[config.mk]
export PLATFORM = sky130hd
export DESIGN_NAME = chan_dehash
export DESIGN_NICKNAME = d
export VERILOG_FILES = /design/src/rtl/dehash_pkg.sv /design/src/rtl/dehash_cfg_decode.sv /design/src/rtl/dehash_stage.sv /design/src/rtl/chan_dehash.sv
export SDC_FILE = /design/constraint.sdc
export NUM_CORES = 1
export LEC_CHECK = 0
export BUFFER_PORTS_ARGS = -buffer_cell sky130_fd_sc_hd__buf_2
export CAP_MARGIN = 20
export CORE_ASPECT_RATIO = 0.8
export CORE_MARGIN = 2
export CORE_UTILIZATION = 54
export DETAILED_ROUTE_END_ITERATION = 6
export GPL_ROUTABILITY_DRIVEN = 0
export PLACE_DENSITY = 0.81
export SYNTH_ARGS = -nofsm -noshare
export SYNTH_HDL_FRONTEND = slang
export SYNTH_HIERARCHICAL = 1
export SYNTH_SLANG_ARGS = --single-unit
[constraint.sdc]
create_clock -name clk_i -period 1.3 [get_ports clk_i]
set_input_delay 0.065 -clock clk_i [delete_from_list [all_inputs] [get_ports clk_i]]
set_output_delay 0.065 -clock clk_i [all_outputs]
set_load 0.01 [all_outputs]
[src/rtl/dehash_pkg.sv]
package dehash_pkg;
  localparam int ADDR_W   = 52;
  localparam int N_STAGES = 4;
  localparam int MAX_CHAN = 1 << N_STAGES;
  localparam int CNT_W    = $clog2(MAX_CHAN) + 1;
  localparam int XTRA_BIT = 14;

  // Bit that stage s restores
  function automatic int tgt_bit(int s);
    return (s == 0) ? 8 : 11 + s;
  endfunction

  function automatic int b64_bit(int s);
    return 16 + s;
  endfunction

  function automatic int b2m_bit(int s);
    return 21 + s;
  endfunction

  function automatic int b1g_bit(int s);
    return 30 + s;
  endfunction

  typedef struct packed {
    logic en_64k;
    logic en_2m;
    logic en_1g;
  } hash_en_t;
endpackage

[src/rtl/dehash_cfg_decode.sv]
module dehash_cfg_decode
  import dehash_pkg::*;
#(
  parameter int NS = N_STAGES,
  parameter int CW = CNT_W
) (
  input  logic [CW-1:0] chan_cnt_i,
  output logic          cfg_ok_o,
  output logic [NS-1:0] stage_en_o
);
  localparam int MAXC = 1 << NS;

  logic pow2;
  assign pow2 = (chan_cnt_i != '0) && ((chan_cnt_i & (chan_cnt_i - 1'b1)) == '0);
  assign cfg_ok_o = pow2 && (int'(chan_cnt_i) >= 2) && (int'(chan_cnt_i) <= MAXC);

  for (genvar s = 0; s < NS; s++) begin : g_en
    assign stage_en_o[s] = cfg_ok_o && (int'(chan_cnt_i) > (1 << s));
  end
endmodule

[src/rtl/dehash_stage.sv]
module dehash_stage
  import dehash_pkg::*;
#(
  parameter int AW   = ADDR_W,
  parameter int TGT  = 8,
  parameter int B64  = 16,
  parameter int B2M  = 21,
  parameter int B1G  = 30,
  parameter int XTRA = XTRA_BIT
) (
  input  logic [AW-1:0] addr_i,
  input  logic          en_i,
  input  hash_en_t      hen_i,
  input  logic          xtra_i,
  output logic [AW-1:0] addr_o
);
  logic hash;

  always_comb begin
    hash = (addr_i[B64] & hen_i.en_64k)
         ^ (addr_i[B2M] & hen_i.en_2m)
         ^ (addr_i[B1G] & hen_i.en_1g)
         ^ (addr_i[XTRA] & xtra_i);
    addr_o      = addr_i;
    addr_o[TGT] = addr_i[TGT] ^ (en_i & hash);
  end
endmodule

[src/rtl/chan_dehash.sv]
module chan_dehash
  import dehash_pkg::*;
#(
  parameter int AW = ADDR_W,
  parameter int NS = N_STAGES,
  parameter int CW = CNT_W
) (
  input  logic          clk_i,
  input  logic          rst_ni,
  input  logic          in_valid_i,
  output logic          in_ready_o,
  input  logic [AW-1:0] addr_i,
  input  logic          en_64k_i,
  input  logic          en_2m_i,
  input  logic          en_1g_i,
  input  logic [CW-1:0] chan_cnt_i,
  input  logic          one_socket_i,
  output logic          out_valid_o,
  input  logic          out_ready_i,
  output logic [AW-1:0] out_addr_o,
  output logic          err_o
);
  hash_en_t        hen;
  logic            cfg_ok;
  logic [NS-1:0]   stage_en;
  logic [AW-1:0]   chain [NS+1];
  logic            accept;
  logic            out_valid_q, err_q;
  logic [AW-1:0]   out_addr_q;

  assign hen = '{en_64k: en_64k_i, en_2m: en_2m_i, en_1g: en_1g_i};

  dehash_cfg_decode #(.NS(NS), .CW(CW)) u_cfg (
    .chan_cnt_i (chan_cnt_i),
    .cfg_ok_o   (cfg_ok),
    .stage_en_o (stage_en)
  );

  assign chain[0] = addr_i;

  // Stages in fixed order; stage 0 reads bit 14 before the last stage rewrites it
  for (genvar s = 0; s < NS; s++) begin : g_stage
    dehash_stage #(
      .AW  (AW),
      .TGT (tgt_bit(s)),
      .B64 (b64_bit(s)),
      .B2M (b2m_bit(s)),
      .B1G (b1g_bit(s)),
      .XTRA(XTRA_BIT)
    ) u_stage (
      .addr_i (chain[s]),
      .en_i   (stage_en[s]),
      .hen_i  (hen),
      .xtra_i ((s == 0) ? one_socket_i : 1'b0),
      .addr_o (chain[s+1])
    );
  end

  assign in_ready_o = !out_valid_q || out_ready_i;
  assign accept     = in_valid_i && in_ready_o;

  always_ff @(posedge clk_i or negedge rst_ni) begin
    if (!rst_ni) begin
      out_valid_q <= 1'b0;
      out_addr_q  <= '0;
      err_q       <= 1'b0;
    end else if (accept) begin
      out_valid_q <= 1'b1;
      out_addr_q  <= cfg_ok ? chain[NS] : addr_i;
      err_q       <= !cfg_ok;
    end else if (out_ready_i) begin
      out_valid_q <= 1'b0;
    end
  end

  assign out_valid_o = out_valid_q;
  assign out_addr_o  = out_addr_q;
  assign err_o       = err_q;

  localparam logic [AW-1:0] TGT_MASK = (AW'(1) << 8) | (AW'(1) << 12)
                                     | (AW'(1) << 13) | (AW'(1) << 14);

  p_latency_r8: assert property (@(posedge clk_i) disable iff (!rst_ni)
    (in_valid_i && in_ready_o) |=> out_valid_o);

  p_ready_r9: assert property (@(posedge clk_i) disable iff (!rst_ni)
    !out_valid_o |-> in_ready_o);

  p_hold_r9: assert property (@(posedge clk_i) disable iff (!rst_ni)
    (out_valid_o && !out_ready_i) |=>
      (out_valid_o && $stable(out_addr_o) && $stable(err_o)));

  p_passthru_r6: assert property (@(posedge clk_i) disable iff (!rst_ni)
    (in_valid_i && in_ready_o) |=>
      ((out_addr_o & ~TGT_MASK) == ($past(addr_i) & ~TGT_MASK)));

  p_bit14_r5: assert property (@(posedge clk_i) disable iff (!rst_ni)
    (in_valid_i && in_ready_o && (chan_cnt_i <= CW'(8))) |=>
      (out_addr_o[14] == $past(addr_i[14])));

  p_err_r7: assert property (@(posedge clk_i) disable iff (!rst_ni)
    (in_valid_i && in_ready_o && (($countones(chan_cnt_i) != 1) || (chan_cnt_i < CW'(2)))) |=>
      (err_o && (out_addr_o == $past(addr_i))));
endmodule

==> implementation parameters <==
Parameter                              Value

Place
  Input/output buffers ... roughly 120
  Area of placed instances ... about 3800 sq um
  Placed wire-length estimate after detailed placement ... between 5000 and 6000 um
  Post-Place Worst Slack ... -0.4402 ns

Synthesis
  Count of state elements after synthesis ... 54
  Synthesized area divided by synthesized cell count ... between 9 and 10 sq um
  Share of the yosys chip area belonging to registers ... 29.62%
  Leading post-synthesis cells by instance count ... sky130_fd_sc_hd__buf_4, sky130_fd_sc_hd__a21oi_1, sky130_fd_sc_hd__dfrtp_1, sky130_fd_sc_hd__a31oi_1, sky130_fd_sc_hd__mux2i_1
  Async set or reset register ratio after synthesis ... 100.0%
  Number of synthesized flops with an enable pin ... 0
  Netlist Area Pre-Place ... 4562 sq um
  Cells after synthesis ... 500
  Main flop type after synthesis ... sky130_fd_sc_hd__dfrtp_1
  Yosys cell types ... 27
  Top-count cell post-synth ... sky130_fd_sc_hd__buf_4
  Proportion of netlist area held by the largest area contributor ... 33.90%
  Top area cells in the synthesized netlist ... sky130_fd_sc_hd__buf_4, sky130_fd_sc_hd__dfrtp_1, sky130_fd_sc_hd__mux2i_1
  Count of synthesis-stage warnings from yosys ... 6
  Library cell with the largest summed area after synthesis ... sky130_fd_sc_hd__buf_4

Die
  DIE AREA ... around 9200 sq um
  IO Count ... between 100 and 150
  Core region area ... 8055 sq um
  Die width ... 106.8 um
  Initial cell density of the core ... between 50% and 60%
  Number of placement rows ... 29
  Vertical extent of the die ... between 80 and 90 um

Clock tree
  Worst-skew pair later-pin latency ... around 0.30 ns
  TritonCTS clock tree ... built
  # H-tree levels ... 2
  Clock buffer count from CTS ... 5
  Clock tree root driver cell ... sky130_fd_sc_hd__clkbuf_8
  Maximum number of buffers from clock root to sink ... 2
  Clock transition at the register clock pins on the worst setup and hold paths after CTS ... 0.10 ns
  CTS sink count ... 54

Final layout
  Antenna diode count ... 0
  Layout Cell Area excl Fill ... between 4000 and 5000 sq um
  Final #Nets ... 489
  Layout cell share with drive strength beyond 1 ... 37.65%
  Core occupancy in the finished layout ... roughly half
  Layout Area Growth over Synthesis ... -9.846%

Power
  Maximum ir drop on the vdd rail ... ~0.49 mV
  Sequential share of power ... between 40% and 50%
  Clock group share of total power ... 24.8%
  Static leakage power ... 1.754 nW
  Cell internal pwr ... between 0.003 and 0.004 W
  Share of total power in combinational logic ... 29.8%
  Net switching power ... 0.001385 W
  Fraction of power spent switching nets ... between 30% and 40%
  Power per cell area ... around 1100 nW/um^2

Routing
  Violation count after the first detailed-route iteration ... 144
  Total routed wirelength ... ~8000 um
  Avg Vias per Cell ... roughly 5.1
  Drt wl/cell ... roughly 15 um
  Routed vias ... roughly 2700
  Detailed-route DRC error count ... 0
  Final ANT Viol Nets ... 0
  Length of the first detailed-routing pass in iterations ... 4

Flow run
  Maxcap violations ... 0

STA
  Maximum clock frequency ... 716.8 MHz
  Final hold vios ... 0
  Fin Hold WS ... a little over 0.06 ns
  Setup Skew ... approximately 0.0048 ns
  Post-layout worst setup margin ... -0.09503 ns
  Setup TNS ... -2.500 ns
  Final Cycle Share ... 107.3%
  Minimum clock period after layout ... roughly 1.4 ns
  Max-slew violation count ... 0
  Unrepaired setup endpoints after global routing ... true
  Final Setup Violations ... 52

Worst setup path
  Cell with the largest stage delay on the worst path ... sky130_fd_sc_hd__or4b_4
  Arrival @ worst endpoint ... between 1.5 and 2 ns
  Crit path capture type ... flip-flop
  Critical path peak fanout ... 7
  Largest stage delay, worst path ... around 0.55 ns
  Worst setup path category ... input port to flip-flop
  Cell with the most instances on the worst path ... sky130_fd_sc_hd__buf_6
  Buffers and inverters on the worst path ... 3
  Req. time, crit path ... 1.48 ns
  Critical path startpoint category ... input port
  Family with the most delay on the worst path ... simple AND/OR/NAND/NOR gates
  Critical path cell sequence ... buf_6 > or4b_4 > a21oi_4 > buf_6 > buf_12 > mux2i_4 > a31oi_1

GRT
  Antenna violations before repair ... 0
  Pin count of the biggest net entering global routing ... 67
  Via count of the first global-routing pass ... 2502
  Wire length of the first global-routing pass ... roughly 12000 um
  Global route total overflow ... 0
  Total global-route track usage ... around 16%

Worst hold path
  Hold Path Class ... input port to flip-flop

Run status
  Failing checks ... negative setup slack
  Run status ... finished, violations left
[power groups by stage]
stage                     Sequential (W)  Combinational (W)  Clock, W
after floorplan                  0.00220            0.00106         0
after global routing             0.00208            0.00148   0.00123
after detailed placement         0.00208            0.00128         0
after global placement           0.00207            0.00124         0
after CTS                        0.00205            0.00133   0.00117
final                            0.00205            0.00135   0.00112
[repair_timing]
action / in CTS / in global routing
endpoints found under the hold margin: 54 / 0
gates cloned: 2 / 2
setup endpoints to repair: 50 / 53
hold buffers: 1 / 0
resized for setup: 7 / 3
buffers inserted: 3 / 0
pin swaps: 9 / 21
[per-layer routing]
layer | wire (um) | track usage [%]
met3 | 456 | 3.008
met5 | 0 | 0
met2 | 3803 | 28.20
met1 | 3642 | 22.45
met4 | 20 | 1.771
[worst paths after layout]
check / startpoint / endpoint / slack, ns / depth (start not counted)
max: chan_cnt_i[1] / out_addr_o[31] / -0.1 / 7
max reg2reg: out_valid_o / out_addr_o[31] / 0.11 / 4
min in group asynchronous: rst_ni / out_addr_o[6] / 0.31 / 3
min reg2reg: err_o / err_o / 0.54 / 2
max in group asynchronous: rst_ni / out_addr_o[16] / 0.75 / 3
min: addr_i[25] / out_addr_o[25] / 0.06 / 3
[logic make-up (layout without fill, tap and decap cells)]
| kind of cell | Yosys count | after routing | share of synthesized area, % |
|---|---|---|---|
| simple gates | 32 | 32 | 3.730 |
| compound gates | 110 | 110 | 13.52 |
| buf+inv | 235 | 157 | 38.23 |
| mux | 53 | 53 | 11.63 |
| flops | 54 | 54 | 29.62 |
| other cells | 1 | 4 | 0.08220 |
| xor+xnor | 15 | 15 | 3.182 |
[cell type report]
type,count,area [sq um]
inverter,1,3.754
multi-input combinational,214,1515
fill,769,3943
clock buffer,7,76.32
clock inverter,1,30.03
sequential,54,1351
tap,108,135.1
timing repair buffer,148,1001
[metrics by stage]
step | cells | power [W]
2_1_floorplan | 503 | 0.003257
3_3_place_gp | 517 | 0.003310
3_5_place_dp | 517 | 0.003367
4_1_cts | 531 | 0.004550
5_1_grt | 533 | 0.004792
6_report | 533 | 0.004522
[worst register-to-register path: stages (launching register included)]
cell                       delay, ns
sky130_fd_sc_hd__dfrtp_1        0.42
sky130_fd_sc_hd__nand2b_4       0.13
sky130_fd_sc_hd__buf_12         0.27
sky130_fd_sc_hd__a21oi_1        0.14
sky130_fd_sc_hd__a31oi_1        0.16
[flip-flops by register name (all words and copies together), names as in the netlist]
name         count
out_addr_o      52
out_valid_o      1
err_o            1
[placed cells by master, fill, tap and decap left out]
cell	netlist	routed
sky130_fd_sc_hd__nor2_1	1	1
sky130_fd_sc_hd__clkbuf_1	7	2
sky130_fd_sc_hd__xnor2_1	9	9
sky130_fd_sc_hd__bufinv_16	0	1
sky130_fd_sc_hd__nor4b_2	0	1
sky130_fd_sc_hd__nor4_1	1	1
sky130_fd_sc_hd__dfrtp_1	54	54
sky130_fd_sc_hd__xor2_1	5	5
sky130_fd_sc_hd__a31oi_1	53	53
sky130_fd_sc_hd__buf_4	206	16
sky130_fd_sc_hd__or3b_1	1	1
sky130_fd_sc_hd__dlygate4sd3_1	0	1
sky130_fd_sc_hd__buf_16	0	2
sky130_fd_sc_hd__a21oi_4	0	1
sky130_fd_sc_hd__a21oi_1	55	53
sky130_fd_sc_hd__nand2b_4	1	1
sky130_fd_sc_hd__nand3b_1	1	1
sky130_fd_sc_hd__nand2_1	19	19
sky130_fd_sc_hd__mux2i_4	0	1
sky130_fd_sc_hd__or4b_4	0	1
sky130_fd_sc_hd__conb_1	1	4
sky130_fd_sc_hd__buf_6	10	4
sky130_fd_sc_hd__nor3_1	1	1
sky130_fd_sc_hd__a21oi_2	0	1
sky130_fd_sc_hd__xnor3_1	1	1
sky130_fd_sc_hd__nand3_1	1	1
sky130_fd_sc_hd__nor2b_1	1	1
sky130_fd_sc_hd__clkbuf_8	0	5
sky130_fd_sc_hd__inv_1	1	1
sky130_fd_sc_hd__or2b_2	1	1
sky130_fd_sc_hd__nand2b_1	1	1
sky130_fd_sc_hd__nor4b_1	2	1
sky130_fd_sc_hd__mux2i_1	53	52
sky130_fd_sc_hd__buf_2	11	116
sky130_fd_sc_hd__clkbuf_16	0	2
sky130_fd_sc_hd__buf_12	0	7
sky130_fd_sc_hd__o21ai_0	2	2
(Power assumes the default switching activity.)
